**src/rtl/ovf_pwm_pkg.sv**
```systemverilog
package ovf_pwm_pkg;
    typedef enum logic [1:0] {
        REG_CTRL   = 2'd0,
        REG_CLKSEL = 2'd1,
        REG_CMP    = 2'd2,
        REG_SPARE  = 2'd3
    } reg_addr_e;

    localparam int CTRL_RUN_BIT    = 0;
    localparam int CTRL_LOWACT_BIT = 1;
    localparam int CTRL_OE_BIT     = 2;
endpackage

```
**src/rtl/ovf_pwm_regs.sv**
```systemverilog
module ovf_pwm_regs #(
    parameter int CNT_W = 8,
    parameter int SEL_W = 2
) (
    input  logic             clk,
    input  logic             rst_n,
    input  logic             wr_en,
    input  logic [1:0]       wr_addr,
    input  logic [CNT_W-1:0] wr_data,
    output logic             run_q,
    output logic             low_act_q,
    output logic             oe_q,
    output logic [SEL_W-1:0] sel_q,
    output logic [CNT_W-1:0] cmp_buf_q
);
    import ovf_pwm_pkg::*;

    typedef struct packed {
        logic             run;
        logic             low_act;
        logic             oe;
        logic [SEL_W-1:0] sel;
        logic [CNT_W-1:0] cmp_buf;
    } regs_t;

    regs_t r_d, r_q;

    always_comb begin
        r_d = r_q;
        if (wr_en) begin
            case (reg_addr_e'(wr_addr))
                REG_CTRL: begin
                    r_d.run     = wr_data[CTRL_RUN_BIT];
                    r_d.low_act = wr_data[CTRL_LOWACT_BIT];
                    r_d.oe      = wr_data[CTRL_OE_BIT];
                end
                REG_CLKSEL: begin
                    if (!r_q.run) r_d.sel = wr_data[SEL_W-1:0];
                end
                REG_CMP: r_d.cmp_buf = wr_data;
                default: ;
            endcase
        end
    end

    always_ff @(posedge clk) begin
        if (!rst_n) r_q <= '0;
        else        r_q <= r_d;
    end

    assign run_q     = r_q.run;
    assign low_act_q = r_q.low_act;
    assign oe_q      = r_q.oe;
    assign sel_q     = r_q.sel;
    assign cmp_buf_q = r_q.cmp_buf;
endmodule

```
**src/rtl/ovf_pwm_prescale.sv**
```systemverilog
module ovf_pwm_prescale #(
    parameter int SEL_W    = 2,
    parameter int DIV_STEP = 2
) (
    input  logic             clk,
    input  logic             rst_n,
    input  logic             run,
    input  logic [SEL_W-1:0] sel,
    output logic             tick
);
    localparam int PRE_W_RAW = DIV_STEP * ((1 << SEL_W) - 1);
    localparam int PRE_W     = (PRE_W_RAW < 1) ? 1 : PRE_W_RAW;

    typedef struct packed {
        logic [PRE_W-1:0] pre;
    } pre_t;

    pre_t p_d, p_q;
    logic [PRE_W:0]   span;
    logic [PRE_W-1:0] limit;

    always_comb begin
        span  = (PRE_W+1)'(1) << (DIV_STEP * int'(sel));
        limit = span[PRE_W-1:0] - PRE_W'(1);
        tick  = run && (p_q.pre == limit);
        p_d   = p_q;
        if (!run)      p_d.pre = '0;
        else if (tick) p_d.pre = '0;
        else           p_d.pre = p_q.pre + PRE_W'(1);
    end

    always_ff @(posedge clk) begin
        if (!rst_n) p_q <= '0;
        else        p_q <= p_d;
    end
endmodule

```
**src/rtl/ovf_pwm_core.sv**
```systemverilog
module ovf_pwm_core #(
    parameter int CNT_W = 8
) (
    input  logic             clk,
    input  logic             rst_n,
    input  logic             run,
    input  logic             tick,
    input  logic [CNT_W-1:0] cmp_buf,
    output logic [CNT_W-1:0] cnt_q,
    output logic [CNT_W-1:0] cmp_act_q,
    output logic             act_q,
    output logic             ovf
);
    localparam logic [CNT_W-1:0] CNT_TOP = '1;

    typedef struct packed {
        logic [CNT_W-1:0] cnt;
        logic [CNT_W-1:0] cmp;
        logic             act;
    } core_t;

    core_t c_d, c_q;
    logic [CNT_W-1:0] cnt_inc;

    always_comb begin
        ovf     = tick && (c_q.cnt == CNT_TOP);
        cnt_inc = c_q.cnt + CNT_W'(1);
        c_d     = c_q;
        if (!run) begin
            c_d.cnt = '0;
            c_d.act = 1'b0;
            c_d.cmp = cmp_buf;
        end else if (ovf) begin
            c_d.cnt = '0;
            c_d.cmp = cmp_buf;
            c_d.act = (cmp_buf != '0);
        end else if (tick) begin
            c_d.cnt = cnt_inc;
            if (cnt_inc == c_q.cmp) c_d.act = 1'b0;
        end
    end

    always_ff @(posedge clk) begin
        if (!rst_n) c_q <= '0;
        else        c_q <= c_d;
    end

    assign cnt_q     = c_q.cnt;
    assign cmp_act_q = c_q.cmp;
    assign act_q     = c_q.act;
endmodule

```
**src/rtl/ovf_pwm_timer.sv**
```systemverilog
module ovf_pwm_timer #(
    parameter int CNT_W    = 8,
    parameter int SEL_W    = 2,
    parameter int DIV_STEP = 2
) (
    input  logic             clk,
    input  logic             rst_n,
    input  logic             wr_en,
    input  logic [1:0]       wr_addr,
    input  logic [CNT_W-1:0] wr_data,
    output logic             pwm_out
);
    logic             run_q, low_act_q, oe_q, tick, act_q, ovf;
    logic [SEL_W-1:0] sel_q;
    logic [CNT_W-1:0] cmp_buf_q, cnt_q, cmp_act_q;

    ovf_pwm_regs #(.CNT_W(CNT_W), .SEL_W(SEL_W)) u_regs (
        .clk(clk), .rst_n(rst_n), .wr_en(wr_en), .wr_addr(wr_addr),
        .wr_data(wr_data), .run_q(run_q), .low_act_q(low_act_q),
        .oe_q(oe_q), .sel_q(sel_q), .cmp_buf_q(cmp_buf_q)
    );

    ovf_pwm_prescale #(.SEL_W(SEL_W), .DIV_STEP(DIV_STEP)) u_pre (
        .clk(clk), .rst_n(rst_n), .run(run_q), .sel(sel_q), .tick(tick)
    );

    ovf_pwm_core #(.CNT_W(CNT_W)) u_core (
        .clk(clk), .rst_n(rst_n), .run(run_q), .tick(tick),
        .cmp_buf(cmp_buf_q), .cnt_q(cnt_q), .cmp_act_q(cmp_act_q),
        .act_q(act_q), .ovf(ovf)
    );

    // Pulse is gated by run so a stop shows inactive in the very next cycle.
    assign pwm_out = oe_q & ((act_q & run_q) ^ low_act_q);
endmodule

```
**config.mk**
```make
export PLATFORM = sky130hd
export DESIGN_NAME = ovf_pwm_timer
export DESIGN_NICKNAME = d
export VERILOG_FILES = /design/src/rtl/ovf_pwm_pkg.sv /design/src/rtl/ovf_pwm_regs.sv /design/src/rtl/ovf_pwm_prescale.sv /design/src/rtl/ovf_pwm_core.sv /design/src/rtl/ovf_pwm_timer.sv
export SDC_FILE = /design/constraint.sdc
export NUM_CORES = 1
export LEC_CHECK = 0
export BUFFER_PORTS_ARGS = -buffer_cell sky130_fd_sc_hd__buf_4
export CAP_MARGIN = 5
export CORE_MARGIN = 3
export CORE_UTILIZATION = 45
export DETAILED_ROUTE_END_ITERATION = 10
export MAX_ROUTING_LAYER = met4
export PLACE_DENSITY = 0.64
export SETUP_SLACK_MARGIN = 0.02
export SLEW_MARGIN = 10
export SYNTH_ARGS = -nofsm -noshare
export SYNTH_HDL_FRONTEND = slang
export SYNTH_SLANG_ARGS = --single-unit
```
**constraint.sdc**
```tcl
create_clock -name clk -period 2.1 [get_ports clk]
set_clock_uncertainty 0.05 [all_clocks]
set_input_delay 0.21 -clock clk [delete_from_list [all_inputs] [get_ports clk]]
set_output_delay 0.21 -clock clk [all_outputs]
set_load 0.02 [all_outputs]
```
* Word-level counts from Yosys, hierarchy flattened
Index checks and enable logic that the tools add are counted.
** Storage, ports and cells
- Bits in registers :: 36
- Bits of input ports :: 13
- Output and inout bits :: 1
- Logic and storage cells :: 42
** Cells by class
- Add/subtract/negate cells :: 3
- Eq/ne operators :: 6
- Shift-type cells :: 1
- Mux-type cells :: 5
- Bitwise gates (word level) :: 5
- Reduce and logical (&&, ||, !) cells :: 13
** Operators with widths (count)
- two-way mux 9 bit :: 1
- adder 8 x 1 -> 8 bit (second input constant) :: 1
- equality test 8 bit :: 1
- equality test 8 bit (second input constant) :: 1
- two-way mux 8 bit :: 1
- AND reduction 2 bit :: 4
- nonzero test 8 bit :: 1
- adder 6 x 1 -> 6 bit (second input constant) :: 1
- equality test 6 bit :: 1
- OR reduction 3 bit :: 2
- left shift 1 x 3 -> 6 bit (first input constant) :: 1
- subtractor 6 x 1 -> 6 bit (second input constant) :: 1
- nonzero test 2 bit :: 2
- two-way mux 1 bit :: 3
- AND reduction 3 bit :: 1
- AND 1 bit :: 2
- equality test 2 x 1 -> 1 bit (second input constant) :: 1
- equality test 2 bit (second input constant) :: 1
- logical AND 1 bit :: 2
- logical NOT 2 bit :: 1
- != test 2 bit (second input constant) :: 1
- inverter 1 bit :: 2
- bitwise XOR 1 bit :: 1

* Longest topological paths before layout
Gate-level depths: netlist (run 1).
- Depth in word-level cells :: 7
- Depth in mapped cells :: 7
- Gate-level depth less buffers :: 7

* Modules after synthesis
Synthesis (run 1) repeated with hierarchy kept, for this count alone.
** Unflattened totals
- Cells, all modules :: 190
- Area total of the unflattened synthesis :: 1762.9 µm²
** By module, submodules not included
- ovf_pwm_core :: times used 1, cells each 103, area an instance 929.6 µm², sequential area each 340.3 µm²
- ovf_pwm_regs :: times used 1, cells each 53, area an instance 520.5 µm², sequential area each 260.2 µm²
- ovf_pwm_prescale :: times used 1, cells each 30, area an instance 289.0 µm², sequential area each 120.1 µm²
- ovf_pwm_timer :: times used 1, cells each 4, area an instance 23.8 µm², sequential area each 0.0 µm²

* Worst setup path after synthesis (run 1)
No wires, ideal clock.
- Kind :: register to register
- Start point :: reg u_pre.p_q[3] in the netlist's numbering
- End point :: reg u_core.c_q (netlist bit u_core.act_q)
- Setup time :: 117 ps
- Data arrival time :: 1547 ps
- Data required time :: 1933 ps
- Setup slack :: 386 ps
- Cell stages (with the launch flop) :: 8
- Buffers on the path :: 1
- Period minus slack after synthesis :: 1714 ps
- Path through :: dfxtp_1 > or4b_1 > nor3_2 > o21a_1 > buf_6 > and3_1 > a31o_2 > a21oi_1
** Between the ends
- Word-level cells in the longest chain between the ends :: 5
- Elaborated cells between the ends (all ways) :: 7
- Classes of those cells :: eq/ne (1); mux (1); reduce/logical (5)
** Ends and longest elaborated chain
- from (decl) :: RTL line ovf_pwm_prescale.sv:18 : pre_t p_d, p_q;
- from (signal assigned) :: RTL line ovf_pwm_prescale.sv:34 : else p_q <= p_d;
- equality test 6 bit * :: RTL line ovf_pwm_prescale.sv:25 : tick = run && (p_q.pre == limit);
- logical AND 1 bit * :: RTL line ovf_pwm_prescale.sv:25
- logical AND 1 bit :: RTL line ovf_pwm_core.sv:26 : ovf = tick && (c_q.cnt == CNT_TOP);
- nonzero test 2 bit (no source line)
- AND reduction 2 bit (no source line)
- to (signal assigned) :: RTL line ovf_pwm_core.sv:44 : if (!rst_n) c_q <= '0;
- to (signal assigned) :: RTL line ovf_pwm_core.sv:45 : else c_q <= c_d;
- to (decl) :: RTL line ovf_pwm_core.sv:22 : core_t c_d, c_q;
Every way passes the cells marked *; elsewhere a longest branch is shown, timed or not.
A chain may end at the register's enable or synchronous reset.

* Final worst setup path (run 1)
Same ends and word-level chain as after synthesis.

==> results.md, run 1 <==
* Status: finished, final reports clean
* Total gr overflow at 0
* Layout cells sized above 1 at between 10% and 20%
* PortBufs at 13
* Die Span Y at around 70 um
* Post-synthesis cell type count at 39
* Synthesized Nets at 210
* CP arrival at between 2 and 2.5 ns
* ANT nets after route at 0
* Crit path buffers/inverters at 0
* H-tree level count at 2
* Stages on the worst setup path at 6
* CTS tree: built
* Register share of total power at ~51%
* Antenna violations before repair at 0
* Hold Path Cell Cnt at 3
* Reg2reg path depth at 6
* CP peak stage delay at 0.53 ns
* Maximum fanout along the worst path at 10
* Post-synth EDFFs at 0
* Synthesis warning total at 0
* Slew @ Worst Pin at about 0.64 ns
* Synth top area share at between 40 and 50%
* Syn Area/Cell at around 9.0 um^2
* Core footprint at approximately 3700 um^2
* Routed wire per std cell at 12.59 um
* Syn Inst Count at 195
* Post-synthesis sequential area ratio at between 40% and 50%
* Num rows at 22
* First-pass GRT wire length at approximately 5600 um
* Final period util at between 90% and 100%
* Fmax at just over 0.5 GHz
* Diodes inserted at 0
* Hpwl dp at about 2400 um
* Vias at 1356
* Die ar. at ~4700 um^2
* Max IR drop VDD at 0.0005081 V
* Final Critical Period at 1.945 ns
* Sw Pwr at 0.0003007 W
* Critical path cell sequence: or4b_1 -> nor3_2 -> o21a_1 -> and3_1 -> a31o_2 -> a21oi_1
* Switch share at between 20% and 30%
* P_int at roughly 0.0011 W
* Final hold vios at 0
* WHS at about 0.12 ns
* Starting DRT DRC Count at 58
* Crit path required time at about 2.2 ns
* Vias in the first global route at 1259
* Setup CP Type: flop to flop
* Setup violators final at 0
* Crit-path leading delay family: simple AND/OR/NAND/NOR gates
* Unrepaired setup endpoints after global routing: no
* Setup tns final at 0 ns
* Leakage at 0.7305 nW
* Power Density at ~700 nW/um^2
* Clock latency on the worst-skew pair at ~0.29 ns
* Area Overhead vs Synth at 14.11%
* Crit path max-delay cell type: or4b_1
* Max Cap Viol at 0
* Post-Syn Area at 1747 um^2
* Drt drc at 0
* Cell type with the largest total area after synthesis: dfxtp_1
* CTS resizes at 0
* Total track usage at between 10% and 20%
* Num ports at 14
* Die extent in x at between 60 and 70 um
* Post-CTS setup repair buffer count at 0
* Final Non-Filler Cells at between 200 and 300
* Clock sink count at 36
* GPL Wtd Cong at a little under 0.8
* Drt first pass iters at 4
* Comb power frac at around 5.6%
* Inserted Clock Buffers at 5
* DRT Wirelength at roughly 3200 um
* Worst-path clk slew at around 0.07 ns
* Maximum clock insertion buffer count at 2
* Critical Path Source Type: flop
* Initial Utilization at 47.35%
* Clock power share at a little over two fifths
* Main area contributors after synthesis: dfxtp_1 41%, mux2i_1 8.0%, xor2_1 6.0%
* Placed insts at 250
* Vias per cell at 5.256
* Nets at between 200 and 250
* Synth async-reset ratio at 0%
* Largest net degree at the start of global routing at 24
* CTS root buf: clkbuf_8
* Register bit total from synthesis at 36
* Endpoint class of the critical path: flop
* Fin. max-slew vios at 0
* Top_reg_cell synth: dfxtp_1
* Slew headroom at 57.31%
* CTS Hold Bufs at 0
* Worst min path class: input port to flop
flip-flops by register name, summed over array words and instances, names as in the netlist:
| signal | cells |
|---|---|
| u_regs.oe_q | 1 |
| u_core.cnt_q | 8 |
| u_pre.p_q | 6 |
| u_regs.sel_q | 2 |
| u_core.cmp_act_q | 8 |
| u_regs.cmp_buf_q | 8 |
| u_core.act_q | 1 |
| u_regs.low_act_q | 1 |
| u_regs.run_q | 1 |
power groups by stage:
| stage | combinational (W) | sequential (W) | clock (W) |
|---|---|---|---|
| CTS | 0.0000783 | 0.000704 | 0.000623 |
| floorplan | 0.0000504 | 0.000717 | 0 |
| global route | 0.0000857 | 0.000705 | 0.000661 |
| detailed placement | 0.0000777 | 0.000720 | 0 |
| global placement | 0.0000765 | 0.000719 | 0 |
| finish | 0.0000774 | 0.000704 | 0.000608 |
synthesized netlist by cell type, drive strengths merged, types with 2 or more instances:
cell type and count:
a21boi 8, a21oi 2, and2 3, and3 2, buf 4, clkbuf 5
dfxtp 36, ha 2, inv 2, mux2i 14, nand2 20, nand3 15
nand4 6, nor2 18, nor2b 13, nor3 3, nor4 2, o21ai 2
xnor2 9, xor2 12
final timing paths:
path / startpoint / to / slack [ns]
max: u_pre.p_q[3] / u_core.act_q / 0.16
min: wr_data[7] / u_regs.cmp_buf_q[7] / 0.12
max reg2reg: u_pre.p_q[3] / u_core.act_q / 0.16
min reg2reg: u_pre.p_q[0] / u_pre.p_q[0] / 0.44
metrics by stage:
step                util, %  setup WS (ns)  instance area (um^2)  total power, W
detailed placement    51.02         0.1717                  1882       0.0007975
CTS                   54.04         0.1554                  1993        0.001405
global route          54.04        0.04490                  1993        0.001452
floorplan                 -         0.3861                  1747       0.0007677
finish                54.04         0.1553                  1993        0.001389
global placement      51.02         0.1878                  1882       0.0007957
metal layers:
metal / GRT usage [%] / share of wire, % / wire length [um] / vias up
met5: - / 0 / 0 / -
met3: 4.926 / 3.9 / 128 / 5
met2: 25.99 / 47 / 1525 / 36
met1: 20.08 / 47 / 1538 / 617
met4: 6.700 / 1.7 / 54 / 0
li1: - / - / - / 698
worst min-delay path: stages:
cell and delay [ns]:
buf_4 0.08, mux2i_1 0.05, nor2b_1 0.09
logic make-up after synthesis:
kind of cell	Yosys count	share of synthesized area [%]
AND/OR/NAND/NOR	88	25.65
flip-flops	36	41.26
AO/OA/AOI/OAI	22	9.457
XOR/XNOR	21	10.53
multiplexers	15	8.667
buffers and inverters	11	3.009
adder cells (fa/ha/maj)	2	1.432
layout by cell type (no fill, tap or decap), drive strengths merged, types with 2 or more instances in the layout:
master	n
a21boi	8
a21oi	2
and2	3
and3	2
buf	16
clkbuf	5
dfxtp	36
ha	2
inv	2
mux2i	14
nand2	20
nand3	15
nand4	6
nor2	18
nor2b	13
nor3	3
nor4	2
o21ai	2
xnor2	9
xor2	12
final cells by class:
cell class                 instances  area, um^2
multi-input combinational        148       973.4
inverter                           2       7.507
timing repair buffer              16       120.1
sequential                        36       720.7
fill                             355        1695
tap                               48       60.06
clock inverter                     3       42.54
clock buffer                       5       68.82
Power figures use the tool's default switching activity.
==> inputs of run 2 (changes only) <==
- CORE_UTILIZATION: 45 -> 58
- PLACE_DENSITY: 0.64 -> 0.79
- clock period: 2.1 -> 2.09 ns (I/O delays scaled with it)
==> results.md, run 2 (same netlist as run 1, synthesis figures left out) <==
* Maximum clock insertion buffer count at 2 (unchanged)
* Final Instance Area at 1923 um^2 (was 1993 um^2)
* Drt drc at 0 (unchanged)
* CTS root buf: clkbuf_4 (was clkbuf_8)
* Leakage at 0.7163 nW (was 0.7305 nW)
* Vias per cell at 5.727 (was 5.256)
* Setup violators final at 0 (unchanged)
* Die Span Y at 60.88 um (was 68.30 um)
* Antenna violations before repair at 0 (unchanged)
* Hpwl dp at 2466 um (was 2425 um)
* Vias at 1386 (was 1356)
* Status: finished, final reports clean (unchanged)
* Min-delay src: wr_data[4] (was wr_data[7])
* CP arrival at 2.07 ns (was 2.08 ns)
* Endpoint class of the critical path: flop (unchanged)
* CTS tree: built (unchanged)
* Fin. max-slew vios at 0 (unchanged)
* Total gr overflow at 0 (unchanged)
* M2 GR Usage at 33.13% (was 25.99%)
* CTS resizes at 0 (unchanged)
* Hold Path End: u_regs.cmp_buf_q[4] (was u_regs.cmp_buf_q[7])
* Max IR drop VDD at 0.0004092 V (was 0.0005081 V)
* Crit path required time at 2.27 ns (was 2.23 ns)
* Hold Path Cell Cnt at 3 (unchanged)
* Unrepaired setup endpoints after global routing: no (unchanged)
* Vias in the first global route at 1343 (was 1259)
* Initial Utilization at 62.27% (was 47.35%)
* Largest net degree at the start of global routing at 24 (unchanged)
* Worst min path class: input port to flop (unchanged)
* Commonest cells after routing, fill and taps aside: 36 x dfxtp_1, 20 x nand2_1, 18 x nor2_1, 18 x buf_4, 15 x nand3_1 (was 36 x dfxtp_1, 20 x nand2_1, 18 x nor2_1)
* Tot Pwr at 0.001127 W (was 0.001389 W)
* Final hold vios at 0 (unchanged)
* First-pass GRT wire length at 5754 um (was 5623 um)
* Final Critical Period at 1.890 ns (was 1.945 ns)
* Final Non-Filler Cells at 242 (was 258)
* Clock latency on the worst-skew pair at 0.34 ns (was 0.29 ns)
* R2r setup slk at 0.20 ns (was 0.16 ns)
* Core footprint at 2805 um^2 (was 3689 um^2)
* Grt met3 use at 7.447% (was 4.926%)
* DRT Wirelength at 3295 um (was 3247 um)
* Setup CP Type: flop to flop (unchanged)
* Commonest non-fill, non-tap cell in the layout: dfxtp_1 (unchanged)
* Total track usage at 21.49% (was 16.67%)
* Nets at 226 (was 224)
* Max Cap Viol at 0 (unchanged)
* Inserted Clock Buffers at 5 (unchanged)
* Clock sink count at 36 (unchanged)
* H-tree level count at 2 (unchanged)
* Die ar. at 3706 um^2 (was 4665 um^2)
* Post-CTS setup repair buffer count at 0 (unchanged)
* Area Overhead vs Synth at 10.10% (was 14.11%)
* Die extent in x at 60.88 um (was 68.30 um)
* Maximum fanout along the worst path at 10 (unchanged)
* Critical R2R Capture: u_core.act_q (unchanged)
* GPL Wtd Cong at 0.8538 (was 0.7731)
* Worst reg2reg startpoint: u_pre.p_q[3] (unchanged)
* Critical Path Source Type: flop (unchanged)
* Routed wire per std cell at 13.62 um (was 12.59 um)
* Reg2reg path depth at 6 (unchanged)
* Slew headroom at 63.39% (was 57.31%)
* Fmax at 0.5292 GHz (was 0.5142 GHz)
* Layout cells sized above 1 at 14.22% (was 13.81%)
* Num ports at 14 (unchanged)
* CTS Hold Bufs at 0 (unchanged)
* Starting DRT DRC Count at 59 (was 58)
* ANT nets after route at 0 (unchanged)
* PortBufs at 13 (unchanged)
* Num rows at 19 (was 22)
* Placed instance area at 1876 um^2 (was 1882 um^2)
* Setup tns final at 0 ns (unchanged)
* Global route hottest layer: met2 (unchanged)
* Diodes inserted at 0 (unchanged)
* Worst-path clk slew at 0.10 ns (was 0.07 ns)
* Slew @ Worst Pin at 0.5480 ns (was 0.6390 ns)
* Power Density at 586.0 nW/um^2 (was 697.1 nW/um^2)
* Final period util at 90.42% (was 92.61%)
* Placed insts at 235 (was 250)
* Drt first pass iters at 4 (unchanged)
* GR Util met1 at 25.42% (was 20.08%)
[run 2: cell count changes in the layout (fill, tap and decap cells not counted), sizes merged]
cell / previous run / this run
buf: 16 / 18
bufinv: 1 / 0
clkbuf: 5 / 6
clkinvlp: 1 / 0
[run 2: power by group]
group	switching [W]	internal [W]	total, W
clock	0.000218	0.000124	0.000342
sequential	0.00000952	0.000698	0.000707
combinational	0.0000346	0.0000435	0.0000781
[run 2: worst max-delay path, cell delays in order, from the launching register on]
cell and delay, ns:
dfxtp_1 0.37, or4b_1 0.53, nor3_2 0.16, o21a_2 0.27, and3_1 0.19, a31o_2 0.15, a21oi_1 0.06
[run 2: how the worst max path moves through the flow]
stage            startpoint                  end  slack [ns]  depth (start not counted)
6_report       u_pre.p_q[3]         u_core.act_q        0.20                          6
5_1_grt        u_pre.p_q[3]  u_core.cmp_act_q[6]        0.07                          6
4_1_cts        u_pre.p_q[3]         u_core.act_q        0.11                          6
3_5_place_dp   u_pre.p_q[3]         u_core.act_q        0.12                          6
3_3_place_gp   u_pre.p_q[3]         u_core.act_q        0.20                          6
2_1_floorplan  u_pre.p_q[3]         u_core.act_q        0.38                          7
[run 2: final cells by class]
cell class / instances / area, um^2
multi-input combinational: 148 / 974.7
sequential: 36 / 720.7
fill: 224 / 882.1
tap: 31 / 38.79
timing repair buffer: 18 / 135.1
inverter: 2 / 7.507
clock buffer: 6 / 41.29
clock inverter: 1 / 5.005
[run 2: routing by layer]
metal  vias to the layer above  wire length [um]
li1                        704                 -
met4                         0                61
met2                        29              1522
met1                       645              1559
met5                         -                 0
met3                         8               152
[run 2: through the flow]
| step | hold slack, ns | utilization [%] | worst slack [ns] |
|---|---|---|---|
| floorplan | 0.3128 | - | 0.3761 |
| global placement | 0.4111 | 66.86 | 0.1976 |
| detailed placement | 0.4246 | 66.86 | 0.1234 |
| CTS | 0.06933 | 68.51 | 0.1093 |
| global route | 0.08165 | 68.55 | 0.07240 |
| finish | 0.07482 | 68.55 | 0.2003 |
